--- config.mk ---
export PLATFORM = sky130hd
export DESIGN_NAME = prn_port_ctrl
export DESIGN_NICKNAME = d
export VERILOG_FILES = /design/src/rtl/prn_pkg.sv /design/src/rtl/prn_sync.sv /design/src/rtl/prn_stretch.sv /design/src/rtl/prn_seq.sv /design/src/rtl/prn_port_ctrl.sv
export SDC_FILE = /design/constraint.sdc
export NUM_CORES = 1
export LEC_CHECK = 0
export BUFFER_PORTS_ARGS = -buffer_cell sky130_fd_sc_hd__buf_2
export CORE_ASPECT_RATIO = 0.7
export CORE_UTILIZATION = 55
export DETAILED_ROUTE_END_ITERATION = 6
export PLACE_DENSITY_LB_ADDON = 0.2
export SYNTH_ARGS = -nofsm -noshare
export SYNTH_HDL_FRONTEND = slang
export SYNTH_HIERARCHICAL = 1
export SYNTH_SLANG_ARGS = --single-unit
--- constraint.sdc ---
create_clock -name clk_i -period 2.4 [get_ports clk_i]
set_input_delay 0.24 -clock clk_i [delete_from_list [all_inputs] [get_ports clk_i]]
set_output_delay 0.24 -clock clk_i [all_outputs]
set_load 0.01 [all_outputs]
--- src/rtl/prn_pkg.sv ---
package prn_pkg;
  typedef enum logic [2:0] {
    ST_IDLE, ST_SETUP, ST_STROBE, ST_WAIT_ACK, ST_ZERO
  } prn_state_e;

  localparam int STAT_BUSY = 0;
  localparam int STAT_ACK  = 1;
  localparam int STAT_RDY  = 2;
endpackage

--- src/rtl/prn_sync.sv ---
module prn_sync #(
  parameter int WIDTH  = 2,
  parameter int STAGES = 2
) (
  input  logic             clk_i,
  input  logic             rst_ni,
  input  logic [WIDTH-1:0] d_i,
  output logic [WIDTH-1:0] q_o
);
  logic [WIDTH-1:0] stg [STAGES];

  for (genvar s = 0; s < STAGES; s++) begin : g_stage
    always_ff @(posedge clk_i or negedge rst_ni) begin
      if (!rst_ni) stg[s] <= '0;
      else if (s == 0) stg[s] <= d_i;
      else stg[s] <= stg[(s == 0) ? 0 : s-1];
    end
  end

  assign q_o = stg[STAGES-1];
endmodule

--- src/rtl/prn_stretch.sv ---
module prn_stretch #(
  parameter int LEN = 2_500_000
) (
  input  logic clk_i,
  input  logic rst_ni,
  input  logic trig_i,
  output logic led_o
);
  localparam int CW = $clog2(LEN + 1);
  logic [CW-1:0] cnt_q;

  always_ff @(posedge clk_i or negedge rst_ni) begin
    if (!rst_ni) cnt_q <= '0;
    else if (trig_i) cnt_q <= CW'(LEN);
    else if (cnt_q != '0) cnt_q <= cnt_q - 1'b1;
  end

  assign led_o = (cnt_q != '0);

  p_led_on_ack_r9: assert property (@(posedge clk_i) disable iff (!rst_ni)
    trig_i |=> led_o);
  p_led_decays_r9: assert property (@(posedge clk_i) disable iff (!rst_ni)
    (!trig_i && !led_o) |=> !led_o);
endmodule

--- src/rtl/prn_seq.sv ---
module prn_seq
  import prn_pkg::*;
#(
  parameter int STB_CYCLES = 50
) (
  input  logic       clk_i,
  input  logic       rst_ni,
  input  logic       data_we_i,
  input  logic       stb_we_i,
  input  logic [7:0] wdata_i,
  input  logic       ack_evt_i,
  input  logic       busy_i,
  output logic [7:0] data_o,
  output logic       strobe_no,
  output logic       idle_o,
  output logic       ack_seen_o
);
  localparam int CW = (STB_CYCLES > 1) ? $clog2(STB_CYCLES) : 1;
  localparam logic [CW-1:0] CNT_LOAD = CW'(STB_CYCLES - 1);

  prn_state_e    state_q;
  logic [CW-1:0] cnt_q;
  logic [7:0]    data_q;
  logic          ack_seen_q;

  always_ff @(posedge clk_i or negedge rst_ni) begin
    if (!rst_ni) begin
      state_q    <= ST_IDLE;
      cnt_q      <= '0;
      data_q     <= '0;
      ack_seen_q <= 1'b0;
    end else begin
      unique case (state_q)
        ST_IDLE: begin
          if (data_we_i) data_q <= wdata_i;
          if (stb_we_i) begin
            state_q    <= ST_SETUP;
            cnt_q      <= CNT_LOAD;
            ack_seen_q <= 1'b0;
          end
        end
        ST_SETUP: begin
          if (cnt_q == '0) begin
            state_q <= ST_STROBE;
            cnt_q   <= CNT_LOAD;
          end else cnt_q <= cnt_q - 1'b1;
        end
        ST_STROBE: begin
          if (cnt_q == '0) state_q <= ST_WAIT_ACK;
          else cnt_q <= cnt_q - 1'b1;
        end
        ST_WAIT_ACK: begin
          if (ack_evt_i) begin
            state_q    <= ST_ZERO;
            data_q     <= '0;
            ack_seen_q <= 1'b1;
          end
        end
        ST_ZERO: if (!busy_i) state_q <= ST_IDLE;
        default: state_q <= ST_IDLE;
      endcase
    end
  end

  assign data_o     = data_q;
  assign strobe_no  = (state_q != ST_STROBE);
  assign idle_o     = (state_q == ST_IDLE);
  assign ack_seen_o = ack_seen_q;

  // strobe held for the full count
  p_strobe_hold_r3: assert property (@(posedge clk_i) disable iff (!rst_ni)
    (state_q == ST_STROBE && cnt_q != '0) |=> !strobe_no);
  p_strobe_from_setup_r3: assert property (@(posedge clk_i) disable iff (!rst_ni)
    $fell(strobe_no) |-> $past(state_q) == ST_SETUP);
  // byte frozen while it is being presented
  p_data_stable_r4: assert property (@(posedge clk_i) disable iff (!rst_ni)
    (state_q == ST_SETUP || state_q == ST_STROBE) |=> $stable(data_o));
  // lines zero during post-ack phase
  p_zero_after_ack_r5: assert property (@(posedge clk_i) disable iff (!rst_ni)
    (state_q == ST_ZERO) |-> (data_o == 8'h00));
  p_hold_while_busy_r6: assert property (@(posedge clk_i) disable iff (!rst_ni)
    (state_q == ST_ZERO && busy_i) |=> (state_q == ST_ZERO));
endmodule

--- src/rtl/prn_port_ctrl.sv ---
module prn_port_ctrl
  import prn_pkg::*;
#(
  parameter int          ADDR_W     = 4,
  parameter int          STB_CYCLES = 50,
  parameter int          LED_CYCLES = 2_500_000,
  parameter int          SYNC_STG   = 2,
  parameter logic [3:0]  OFS_STAT   = 4'hB,
  parameter logic [3:0]  OFS_DATA   = 4'hC,
  parameter logic [3:0]  OFS_STB    = 4'hD
) (
  input  logic              clk_i,
  input  logic              rst_ni,
  input  logic [ADDR_W-1:0] host_addr_i,
  input  logic              host_wr_i,
  input  logic [7:0]        host_wdata_i,
  output logic [7:0]        host_rdata_o,
  output logic [7:0]        prn_data_o,
  output logic              prn_strobe_no,
  input  logic              prn_ack_ni,
  input  logic              prn_busy_i,
  output logic              ack_led_o
);
  logic [1:0] sync_q;
  logic       busy_s, ack_s, ack_d_q, ack_evt;
  logic       data_we, stb_we, idle, ack_seen;
  logic [7:0] status;

  prn_sync #(.WIDTH(2), .STAGES(SYNC_STG)) u_sync (
    .clk_i (clk_i),
    .rst_ni(rst_ni),
    .d_i   ({prn_busy_i, ~prn_ack_ni}),
    .q_o   (sync_q)
  );
  assign {busy_s, ack_s} = sync_q;

  always_ff @(posedge clk_i or negedge rst_ni) begin
    if (!rst_ni) ack_d_q <= 1'b0;
    else ack_d_q <= ack_s;
  end
  assign ack_evt = ack_s & ~ack_d_q;

  assign data_we = host_wr_i && (host_addr_i == ADDR_W'(OFS_DATA));
  assign stb_we  = host_wr_i && (host_addr_i == ADDR_W'(OFS_STB));

  prn_seq #(.STB_CYCLES(STB_CYCLES)) u_seq (
    .clk_i     (clk_i),
    .rst_ni    (rst_ni),
    .data_we_i (data_we),
    .stb_we_i  (stb_we),
    .wdata_i   (host_wdata_i),
    .ack_evt_i (ack_evt),
    .busy_i    (busy_s),
    .data_o    (prn_data_o),
    .strobe_no (prn_strobe_no),
    .idle_o    (idle),
    .ack_seen_o(ack_seen)
  );

  prn_stretch #(.LEN(LED_CYCLES)) u_led (
    .clk_i (clk_i),
    .rst_ni(rst_ni),
    .trig_i(ack_evt),
    .led_o (ack_led_o)
  );

  always_comb begin
    status            = '0;
    status[STAT_BUSY] = busy_s;
    status[STAT_ACK]  = ack_seen;
    status[STAT_RDY]  = idle & ~busy_s;
  end

  always_comb begin
    if (host_addr_i == ADDR_W'(OFS_STAT))      host_rdata_o = status;
    else if (host_addr_i == ADDR_W'(OFS_DATA)) host_rdata_o = prn_data_o;
    else                                       host_rdata_o = 8'h00;
  end

  p_ready_not_busy_r7: assert property (@(posedge clk_i) disable iff (!rst_ni)
    status[STAT_RDY] |-> !busy_s);
  p_no_strobe_when_ready_r7: assert property (@(posedge clk_i) disable iff (!rst_ni)
    status[STAT_RDY] |-> prn_strobe_no);
endmodule

Word level (Yosys, flattened, before mapping)
Index checks and enable logic that the tools add are counted.
{"block": "op_classes", "muxes": 20, "bitwise": 5, "n_addsub": 2, "eq_ne": 15, "reduce_logical": 12}
{"op": "2-to-1 mux 22 bit", "n": 2}
{"op": "2-to-1 mux 8 bit", "n": 4}
{"op": "nonzero test 22 bit", "n": 1}
{"op": "subtractor 22 x 1 -> 22 bit, second input constant", "n": 1}
{"op": "2-to-1 mux 6 bit", "n": 3}
{"op": "case mux 6 bit (3 select lines)", "n": 1}
{"op": "case mux 8 bit (2 select lines)", "n": 1}
{"op": "2-to-1 mux 3 bit", "n": 5}
{"op": "case mux 3 bit (5 select lines)", "n": 1}
{"op": "equality test 4 bit, second input constant", "n": 3}
{"op": "inequality test 2 bit, second input constant", "n": 5}
{"op": "AND reduction 3 bit", "n": 3}
{"op": "equality test 3 x 2 -> 1 bit, second input constant", "n": 2}
{"op": "zero test 6 bit", "n": 1}
{"op": "subtractor 6 x 1 -> 6 bit, second input constant", "n": 1}
{"op": "AND reduction 5 bit", "n": 1}
{"op": "inequality test 2 x 1 -> 1 bit, second input constant", "n": 2}
{"op": "nonzero test 2 bit", "n": 2}
{"op": "equality test 3 x 1 -> 1 bit, second input constant", "n": 1}
{"op": "equality test 3 bit, second input constant", "n": 1}
{"op": "zero test 3 bit", "n": 1}
{"op": "inequality test 3 x 2 -> 1 bit, second input constant", "n": 1}
{"op": "inverter 1 bit", "n": 3}
{"op": "nonzero test 3 bit", "n": 1}
{"op": "4 further kinds", "n": 7}
{"block": "totals", "ff_bits": 45, "wordCells": 62}

Depth between registers and ports, before layout
{"block": "depth", "word_depth": 4, "ltp_mapped": 8, "mapped_depth_nobuf": 6}

By module
Netlist, hierarchy kept.
{"module": "prn_stretch", "seq_area_each_um2": 550.5, "n_inst": 1, "area_per_inst_um2": 1260.0, "cells_each": 139}
{"module": "prn_seq", "seq_area_each_um2": 450.4, "n_inst": 1, "area_per_inst_um2": 940.9, "cells_each": 89}
{"module": "prn_port_ctrl", "seq_area_each_um2": 25.0, "n_inst": 1, "area_per_inst_um2": 162.7, "cells_each": 24}
{"module": "prn_sync", "seq_area_each_um2": 100.1, "n_inst": 1, "area_per_inst_um2": 115.1, "cells_each": 6}

Worst setup path after synthesis
Ideal clock, no wire load.
{"block": "synth_path", "kind": "reg-to-reg", "startpoint": "register u_led.cnt_q[0]", "endpoint": "register u_led.cnt_q[14]", "required_ns": 2.304, "setup_ns": 0.096, "stages_incl_launch_ff": 8, "path_buffers": 1, "path_slack_ns": 0.508, "t_arrival_ns": 1.797, "cell_sequence": "dfrtp_1 inv_1 ha_1 buf_2 nor3b_2 nand3_1 or4_1 o31ai_1"}
{"block": "synth_via", "elab_chain_cells": 3}
{"element": "start: declaration", "line": "prn_stretch.sv:10", "rtl": "logic [CW-1:0] cnt_q;"}
{"element": "start signal: assignment", "line": "prn_stretch.sv:14", "rtl": "else if (trig_i) cnt_q <= CW'(LEN);"}
{"element": "start signal: assignment", "line": "prn_stretch.sv:15", "rtl": "else if (cnt_q != '0) cnt_q <= cnt_q - 1'b1;"}
{"element": "subtractor 22 x 1 -> 22 bit", "line": "prn_stretch.sv:15"}
{"element": "2-to-1 mux 22 bit", "line": "prn_stretch.sv:15"}
{"element": "2-to-1 mux 22 bit", "line": "prn_stretch.sv:14"}
Several ways; a longest one is shown, not always the timed one. The select of a mux whose other input is x is not followed.
A chain may end at the register's enable or synchronous reset.

Worst setup path after layout
{"block": "layout_path", "startpoint": "register u_led.cnt_q[0]", "endpoint": "output port ack_led_o"}
{"block": "layout_via", "elab_chain_cells": 1}
{"element": "nonzero test 22 bit", "line": "prn_stretch.sv:18", "rtl": "assign led_o = (cnt_q != '0);"}
{"element": "end: declaration", "line": "prn_port_ctrl.sv:22", "rtl": "output logic ack_led_o"}
Every way passes these cells.

==> impl.org <==
** Die
- During I/O placement, the number of pins put on the boundary was 35.
- The die is 82.2 microns wide.
- The die covers 4780 sq um.
- Core Region :: 4330 sq um
- The initial utilization of the core area, before any placement, comes to 0.573.
- FP Rows :: 20
- Die height :: 58.2 microns

** Critical path
- Broken down by cell family, the worst path's largest delay share belongs to simple AND/OR/NAND/NOR gates.
- Capture point of the worst reg-to-reg path :: u_led/cnt_q[19]$_DFFE_PN0P_
- The critical path is of the flip-flop to primary output type.
- Delay of the slowest cell on the worst path :: 0.44 ns
- CP cell instances :: inv_1 -> ha_1 -> nor3b_2 -> nand3_1 -> buf_4 -> nand2b_1 -> buf_2
- Required time of the critical path :: 2.16 ns
- Crit end category :: primary output
- STA puts the critical path data arrival time at 2.00 ns.
- The slowest stage of the critical path belongs to the cell sky130_fd_sc_hd__dfrtp_1.
- Number of gates on the worst path with buffers counted :: 7
- Setup slack on the worst flop-to-flop path :: 0.39 ns
- The worst setup path is launched from a flip-flop.
- Following the worst setup path forward leads to its endpoint at ack_led_o.
- Counting cells, the worst reg-to-reg path comes to 4.
- Worst setup startpoint :: u_led/cnt_q[0]$_DFFE_PN0P_
- Worst R2R Start :: u_led/cnt_q[8]$_DFFE_PN0P_
- Count of buffering cells on the critical path with inverters included :: 3
- CP max FO :: 12

** Power
- Clock power share :: 0.197
- The completed layout was analyzed and its total power is 2.60 mW.
- The share of total power dissipated in sequential elements is 0.469.
- For this design the ratio of total power to cell area is 918 nW/um^2.
- Switch share :: 0.375
- The internal power of the cells totals 1.62 mW.
- Proportion of power drawn by combinational gates :: 0.334
- In this run the power spent charging and discharging nets is 974 uW.
- The worst-case IR drop observed on VDD is 534 uV.
- P_leak :: 1.20 nW

** Place
- After legalization and detailed placement, the total HPWL measured 3860 microns.
- At the end of routability-driven placement, the weighted congestion stood at 0.820.
- Input and output buffers added on the ports amount to 34.
- In this run the cell area measured after placement is 2720 sq um.

** Clocking
- Number of buffers created by CTS :: 5
- TritonCTS clock tree :: done
- The tree built by TritonCTS fans out to 45 sinks.
- Post-CTS Resized :: 0
- Clock latency of the later-clocked register in the worst-skew pair :: 0.30 ns
- Total of hold buffers inserted after clock tree synthesis :: 1
- Maximum root-to-sink buffer count :: 2
- Number of H-tree levels :: 2
- In this run the post-CTS setup repair buffer count came out at 0.
- Clock transition at the register clock pins on the worst setup and hold paths after CTS :: 0.08 ns
- The root buffer cell chosen for the clock tree is sky130_fd_sc_hd__clkbuf_8.

** Synth
- The mapped netlist covers 2480 sq um.
- Synthesized netlist cell count :: 258
- Counting distinct cell types in the post-synthesis netlist gives 61.
- Average cell area after synthesis :: 9.61 sq um
- Yosys printed 6 warnings.
- Share of async-settable or async-resettable flops after synthesis :: 1.00
- Number of flops mapped to enable cells by yosys :: 0
- For this run, the register share of the synthesized area comes to 0.454.
- The synthesized design contains 45 register bits.
- The most used flip-flop cell after synthesis is sky130_fd_sc_hd__dfrtp_1.
- Counting every net in the synthesized netlist gives 277.

** STA
- Setup violations remaining at the end of the flow were counted as 0.
- Setup repair after global routing left no endpoint under its margin.
- Number of pins exceeding their max-slew limit in the final report :: 0
- The clock period could shrink to 2.24 ns.
- Number of endpoints with negative hold slack in the final report :: 0
- For the pin with the worst max-slew slack, the measured transition is 0.579 ns.
- Clock skew on the completed layout was measured at 0.00711 ns.
- Fin crit share :: 0.934
- Highest achievable clock rate :: 446 MHz
- Measured against its own limit, the worst slew margin works out to 0.611.
- Accumulated negative setup slack :: 0 ns

** Global routing
- Number of global-route vias before repair :: 1,909
- Combined global-route utilization of all metal layers :: 0.255
- GRT Residual Overflow :: 0
- Entering global routing, the biggest net connects 33 pins.
- Initial antenna violation count :: 0
- The first global-routing pass estimated 9280 microns of wire.

** Route
- DRT Wirelength :: 5320 microns
- Routed signal wires occupy layers up through met4.
- The detail route stage leaves a number of antenna-violating nets equal to 0.
- Detailed-routing wirelength on met1 :: 2840 microns
- Drt pass-1 iters :: 6
- Routed length on met3 :: 239 microns
- Routed len/inst :: 15.2 microns
- Vias after detailed routing :: 2,096
- Number of remaining DRC errors :: 0
- Dividing the detail-routed via count by the number of cells gives 5.97.
- In this run, the number of DRC markers left after iteration 0 of detailed routing was 99.
- Wire length on met2 :: 2200 microns

** Status
- The run finished with clean final reports.

** Final layout
- Final antenna diode count :: 0
- Core Util, Final :: 0.653
- Layout overhead on the synthesized area :: 14.0%
- The final layout contains 314 nets.
- Final non-filler cell area :: 2830 sq um
- Fraction of final layout cells sized beyond drive strength 1 :: 0.240

** Min path
- Hold Crit Class :: input pin to flip-flop

** Flow run
- Across the run, the number of max-cap violations was 0.
==> cell usage after synthesis, drive strengths merged (6+ instances only) <==
library cell	instances	area [sq um]
dfrtp	45	1130
nand2	21	81.3
a21oi	16	80.1
nor2	14	52.6
nor3	13	65.1
inv	11	41.3
nand3	10	55.1
o21ai	9	45.0
a22o	8	70.1
nor4	8	50.1
and3	7	45.1
buf	7	40.0
or4	7	56.3
clkbuf	6	22.5
or3	6	40.0
==> cells by family after synthesis <==
group | Yosys count | synth area share
AO/OA/AOI/OAI | 68 | 0.202
XOR/XNOR | 1 | 0.00353
adder cells (fa/ha/maj) | 2 | 0.0101
buffers and inverters | 24 | 0.0419
flip-flops | 45 | 0.454
multiplexers | 3 | 0.0126
AND/OR/NAND/NOR | 115 | 0.275
==> cell usage in the layout (no fill, tap or decap), types with 2 or more instances in the layout <==
cell type	Yosys	layout
sky130_fd_sc_hd__or4_1	6	6
sky130_fd_sc_hd__nand3_1	9	9
sky130_fd_sc_hd__o31ai_1	5	5
sky130_fd_sc_hd__nor3_1	13	13
sky130_fd_sc_hd__o21ai_0	9	9
sky130_fd_sc_hd__ha_1	2	2
sky130_fd_sc_hd__nor2b_1	4	4
sky130_fd_sc_hd__nor2_1	14	14
sky130_fd_sc_hd__nor4_1	8	8
sky130_fd_sc_hd__o22ai_1	2	2
sky130_fd_sc_hd__nand3b_1	3	3
sky130_fd_sc_hd__a21o_1	3	3
sky130_fd_sc_hd__nand2b_1	5	5
sky130_fd_sc_hd__nor4b_1	3	3
sky130_fd_sc_hd__buf_4	2	8
sky130_fd_sc_hd__o41ai_1	2	2
sky130_fd_sc_hd__a211oi_1	3	3
sky130_fd_sc_hd__nand2_1	20	20
sky130_fd_sc_hd__nor3b_2	3	3
sky130_fd_sc_hd__a22o_1	8	8
sky130_fd_sc_hd__o311ai_0	2	2
sky130_fd_sc_hd__buf_2	5	34
sky130_fd_sc_hd__inv_1	11	11
sky130_fd_sc_hd__a211o_1	2	2
sky130_fd_sc_hd__and3_1	6	6
sky130_fd_sc_hd__mux2i_1	2	2
sky130_fd_sc_hd__nand4_1	2	2
sky130_fd_sc_hd__a41oi_1	2	2
sky130_fd_sc_hd__dfrtp_1	45	45
sky130_fd_sc_hd__or3_1	4	4
sky130_fd_sc_hd__or2_2	2	2
sky130_fd_sc_hd__clkbuf_8	0	7
sky130_fd_sc_hd__a21oi_1	16	16
sky130_fd_sc_hd__or3_2	2	2
==> state kept, by name, summed over array words and instances (netlist names) <==
name / count
u_seq/data_o: 8
u_sync/q_o: 2
u_sync/stg: 2
ack_d_q: 1
u_led/cnt_q: 22
u_seq/state_q: 3
u_seq/ack_seen_o: 1
u_seq/cnt_q: 6
==> power groups by stage <==
| stage | registers (mW) | logic (mW) | clock network (mW) |
|---|---|---|---|
| 6_report | 1.22 | 0.866 | 0.512 |
| 5_1_grt | 1.26 | 0.980 | 0.562 |
| 4_1_cts | 1.21 | 0.864 | 0.527 |
| 3_5_place_dp | 1.22 | 0.860 | 0 |
| 3_3_place_gp | 1.22 | 0.826 | 0 |
| 2_1_floorplan | 1.15 | 0.674 | 0 |
==> final cells by class <==
class                           instances  area [sq um]
Clock inverter                          1          5.00
Clock buffer                            7          96.3
Tap cell                               55          68.8
Inverter                               11          41.3
Timing Repair Buffer                   43           240
Fill cell                             371          1500
Sequential cell                        45          1130
Multi-Input combinational cell        189          1250
==> metal layers <==
metal,global-route usage,vias to the layer above
met1,0.401,991
met5,0,-
met3,0.0598,5
li1,-,1050
met4,0.0627,0
met2,0.349,50
==> per-stage QoR <==
| step | std cells | hold slack [ns] | setup slack, ns |
|---|---|---|---|
| 2_1_floorplan | 258 | -0.0556 | 0.508 |
| 3_3_place_gp | 342 | 0.155 | 0.490 |
| 3_5_place_dp | 342 | 0.156 | 0.406 |
| 4_1_cts | 351 | 0.0438 | 0.161 |
| 5_1_grt | 351 | 0.0356 | 0.0154 |
| 6_report | 351 | 0.0515 | 0.158 |
==> worst min-delay path by stage <==
stage | start | to | slack, ns | depth (start not counted)
finish | prn_busy_i | u_sync/stg[3]$_DFF_PN0_ | 0.05 | 1
global route | prn_busy_i | u_sync/stg[3]$_DFF_PN0_ | 0.04 | 1
CTS | prn_busy_i | u_sync/stg[3]$_DFF_PN0_ | 0.04 | 1
detailed placement | rst_ni | u_led/cnt_q[4]$_DFFE_PN0P_ | 0.16 | 1
global placement | rst_ni | u_led/cnt_q[4]$_DFFE_PN0P_ | 0.15 | 1
floorplan | rst_ni | ack_d_q$_DFF_PN0_ | -0.06 | 0
(Power assumes the default switching activity.)
